File: src/rtl/a429_tx.sv
module a429_tx #(
  parameter int LS_RATIO = 8,
  parameter int GAP_BITS = 4
) (
  input  logic        clk,
  input  logic        rst_n,
  input  logic        tick,
  input  logic        rate_lo,
  input  logic        ld,
  input  logic [7:0]  label,
  input  logic [1:0]  sdi,
  input  logic [18:0] data,
  input  logic [1:0]  ssm,
  output logic        ready,
  output logic        line_hi,
  output logic        line_lo
);
  localparam int WBITS   = 32;
  localparam int IW      = $clog2(WBITS);
  localparam int HC_WORD = 2 * WBITS;
  localparam int HC_LAST = 2 * (WBITS + GAP_BITS) - 1;
  localparam int HW      = $clog2(HC_LAST + 1);
  localparam int DW      = (LS_RATIO > 1) ? $clog2(LS_RATIO) : 1;

  function automatic logic [WBITS-1:0] pack(input logic [7:0] lb, input logic [1:0] sd,
                                            input logic [18:0] dt, input logic [1:0] sm);
    logic [WBITS-1:0] o;
    for (int i = 0; i < 8; i++) o[i] = lb[7-i];
    o[9:8]   = sd;
    o[28:10] = dt;
    o[30:29] = sm;
    o[31]    = ~^{lb, sd, dt, sm};
    return o;
  endfunction

  logic [DW-1:0]    div;
  logic [WBITS-1:0] hold_w, sh;
  logic             hold_v, tx_v;
  logic [HW-1:0]    hcnt;

  wire step    = tick && (!rate_lo || div == DW'(LS_RATIO - 1));
  wire at_end  = hcnt == HW'(HC_LAST);
  wire take    = step && hold_v && (!tx_v || at_end);
  wire drive   = tx_v && hcnt < HW'(HC_WORD) && !hcnt[0];
  wire [IW-1:0] bidx = hcnt[IW:1];

  assign ready   = !hold_v;
  assign line_hi = drive && sh[bidx];
  assign line_lo = drive && !sh[bidx];

  always_ff @(posedge clk) begin
    if (!rst_n) div <= '0;
    else if (tick) div <= (!rate_lo || div == DW'(LS_RATIO - 1)) ? '0 : div + 1'b1;
  end

  always_ff @(posedge clk) begin
    if (!rst_n) begin
      hold_v <= 1'b0;
      hold_w <= '0;
    end else if (ld && !hold_v) begin
      hold_v <= 1'b1;
      hold_w <= pack(label, sdi, data, ssm);
    end else if (take) begin
      hold_v <= 1'b0;
    end
  end

  always_ff @(posedge clk) begin
    if (!rst_n) begin
      tx_v <= 1'b0;
      hcnt <= '0;
      sh   <= '0;
    end else if (take) begin
      tx_v <= 1'b1;
      hcnt <= '0;
      sh   <= hold_w;
    end else if (step && tx_v) begin
      if (at_end) tx_v <= 1'b0;
      else hcnt <= hcnt + 1'b1;
    end
  end
endmodule

File: config.mk
export PLATFORM = sky130hd
export DESIGN_NAME = a429_tx
export DESIGN_NICKNAME = d
export VERILOG_FILES = /design/src/rtl/a429_tx.sv
export SDC_FILE = /design/constraint.sdc
export NUM_CORES = 1
export LEC_CHECK = 0
export ABC_AREA = 1
export BUFFER_PORTS_ARGS = -buffer_cell sky130_fd_sc_hd__buf_4
export CORE_MARGIN = 8
export CORE_UTILIZATION = 55
export DETAILED_ROUTE_END_ITERATION = 7
export PLACE_DENSITY = 0.85
export SYNTH_ARGS = -nofsm -noshare
export SYNTH_HDL_FRONTEND = slang
export SYNTH_SLANG_ARGS = --single-unit
export TNS_END_PERCENT = 100
File: constraint.sdc
create_clock -name clk -period 2.7 [get_ports clk]
set_input_delay 0.135 -clock clk [delete_from_list [all_inputs] [get_ports clk]]
set_output_delay 0.135 -clock clk [all_outputs]
set_load 0.01 [all_outputs]
==> reports/metrics.cfg <==
[outcome]
status = completed

[routing]
drtPass1Iterations = 4
antenna_left = 0
via_per_inst = 5.060
via_count = 3648
drc = 0
post_drt_wl_per_cell_um = 11.32
totalWireLength_mm = 8.164
first_iter_violations = 171

[critical_path]
path_max_fanout = 13
slowest_delay_ns = 0.62
cp.required_ns = 2.57
reg2reg_slack_ns = 0.64
cpMaxStageDelayCell = dfxtp_1
r2r_cells = 11
r2r-start = hcnt[1]$_SDFFE_PP0P_
arrival_ns = 2.13
path_class = reg -> out
critPathLaunchType = flop
r2r-end = hcnt[1]$_SDFFE_PP0P_
crit_path_cell_trace = inv_1 > o21ai_0 > o22ai_1 > nand2_1 > nand3_1 > o21ai_0 > nand2_1 > nor2_1 > buf_4
worst_setup_path_end_kind = primary output

[grt]
first_global_vias = 3428
grt_overflow = 0
grt_util_all_layers_pct = 17.33
grt_antenna_before_repair = 0
grt_max_degree = 65
grt_pass1_wl_mm = 14.28

[synth]
synth_area_um2 = 3854
post-synth-top-count-cell = nand2_1
synthFlopType = dfxtp_1
synth_cell_types = 32
synth_edf_count = 0
synth_nets = 632
synthTopCellsByCount = nand2_1, nor2_1, o21ai_0, dfxtp_1, inv_1
syn_inst = 593
synth-async-reset-ratio_pct = 0
ys_seq_area_share_pct = 39.48
synth_top_cell_by_area = dfxtp_1
synth_top_cell_area_share_pct = 39.48
ys_warn_count = 0
yosys-top-cells-area = dfxtp_1, nand2_1, o21ai_0, nor2_1, inv_1
ys_seq_elements = 76
synth_area_per_cell_um2 = 6.499

[clock_tree]
cts_made_buffers = 9
cts.sinks = 76
cts_htree_levels = 3
path_clk_slew_ns = 0.07
postCtsSetupRepairBufs = 0
tritoncts = done
clockBufferDepth = 2
clk_latency_ns = 0.35
post_cts_resize_count = 0
postCtsHoldBufs = 0
clockRootBuffer = clkbuf_8

[final_layout]
nets = 659
fin_util_pct = 63.89
drive_gt1_share_pct = 11.20
num-fill-cells = 612
final_cell_area_um2 = 4340
antennaDiodeCount = 0
syn_to_final_growth_pct = 12.63

[power]
p_per_area_nw_per_um2 = 560.7
power.share.clock_pct = 35.5
seqPwrFrac_pct = 50.1
p_int_mw = 1.771
power.switching_mw = 0.6627
combinationalPowerShare_pct = 14.4
switching_share_pct = 27.23
cellLeakagePower_nw = 2.123
ir_worst_vdd_v = 0.0002635

[timing]
rsz0062_at_grt = false
finalCriticalPeriod_ns = 2.269
final-setup-viol-count = 0
worst_pin_slew_ns = 0.5293
finClkSkew_ns = 0.007435
slew_headroom_pct = 64.71
setup_tns_ns = 0
setup_ws_ns = 0.4315
period_share_pct = 84.02
clock.fmax_ghz = 0.4408
report.final.slew_viol_count = 0
hold_violations = 0

[placed_design]
post-place-ws_ns = 0.6632
port_buffers = 38
dp.final_hpwl_mm = 5.927
placed_cell_area_um2 = 4139
gp_congestion = 0.8552

[floorplanning]
row_count = 30
start_util_pct = 56.72
die_h_um = 99.71
dieArea_um2 = 9941
die_w_um = 99.71
coreArea_um2 = 6794
io_pins = 39

[flow_run]
drv_cap = 0

[worst_hold_path]
hp-start = tick
hold_end = div[1]$_SDFFE_PN0P_
worstHoldPathCells = 2
hp-class = in -> reg

how the worst max path moves through the flow:
stage,start,to,slack (ns)
5_1_grt,hcnt[2]$_SDFFE_PP0P_,line_lo,0.18
2_1_floorplan,div[0]$_SDFFE_PN0P_,hcnt[4]$_SDFFE_PP0P_,1.19
3_3_place_gp,hcnt[1]$_SDFFE_PP0P_,hcnt[1]$_SDFFE_PP0P_,0.79
4_1_cts,hcnt[2]$_SDFFE_PP0P_,line_lo,0.41
3_5_place_dp,hcnt[1]$_SDFFE_PP0P_,hcnt[1]$_SDFFE_PP0P_,0.66
6_report,hcnt[2]$_SDFFE_PP0P_,line_lo,0.43
through the flow:
stage               power (mW)  hold WS (ns)  std cells
finish                   2.434       0.04105        721
global route             2.559       0.03941        721
CTS                      2.445       0.03153        721
detailed placement       1.593        0.4026        705
global placement         1.574        0.3952        705
floorplan                1.483        0.2515        593
final cells by class:
cell class / count / area, um^2 / share of cell area [%]
multi-input combinational: 432 / 1963 / 45.23
sequential: 76 / 1521 / 35.05
timing repair buffer: 40 / 300.3 / 6.918
inverter: 61 / 234.0 / 5.391
clock buffer: 10 / 137.6 / 3.171
tap: 96 / 120.1 / 2.767
clock inverter: 6 / 63.81 / 1.470
worst max-delay path: cells and delay by family, from the launching register on:
kind                   cells  cell delay [ns]
flip-flops                 1             0.62
AO/OA/AOI/OAI              3             0.49
buffers and inverters      2             0.37
AND/OR/NAND/NOR            4             0.30
power groups by stage:
stage / clock, mW / sequential [mW] / combinational (mW)
after CTS: 0.873 / 1.22 / 0.352
after global routing: 0.928 / 1.23 / 0.407
after global placement: 0 / 1.24 / 0.332
after detailed placement: 0 / 1.24 / 0.350
after floorplan: 0 / 1.23 / 0.251
final: 0.864 / 1.22 / 0.351
layer usage:
layer / global-route usage [%] / vias to the layer above / share of wire (%)
li1: - / 1925 / -
met1: 19.23 / 1639 / 45
met2: 30.99 / 72 / 49
met3: 4.190 / 12 / 3.9
met4: 6.636 / 0 / 1.6
met5: 0 / - / 0
layout by cell type (no fill, tap or decap), drive strengths merged, types with 3 or more instances in the layout:
cell type / n
a21oi: 39
buf: 40
clkbuf: 10
clkinv: 4
dfxtp: 76
ha: 3
inv: 60
nand2: 168
nand3: 17
nand4: 3
nor2: 105
o21ai: 84
o22ai: 5
sequential cells by signal, indices dropped and copies added, names as in the netlist:
register and flops:
div 3, hcnt 7, hold_v 1, hold_w 32, sh 32, tx_v 1
cells by family (layout without fill, tap and decap cells):
family / after synthesis / after routing / synth area share [%]
buffers and inverters: 85 / 117 / 9.772
xor gates and xnor gates: 4 / 4 / 0.9093
adders and majority gates: 3 / 3 / 0.9741
muxes: 1 / 1 / 0.2598
AOI/OAI and AO/OA: 129 / 129 / 17.01
DFF: 76 / 76 / 39.48
and+or+nand+nor: 295 / 295 / 31.59
No activity file was read; power rests on OpenSTA's default activity.
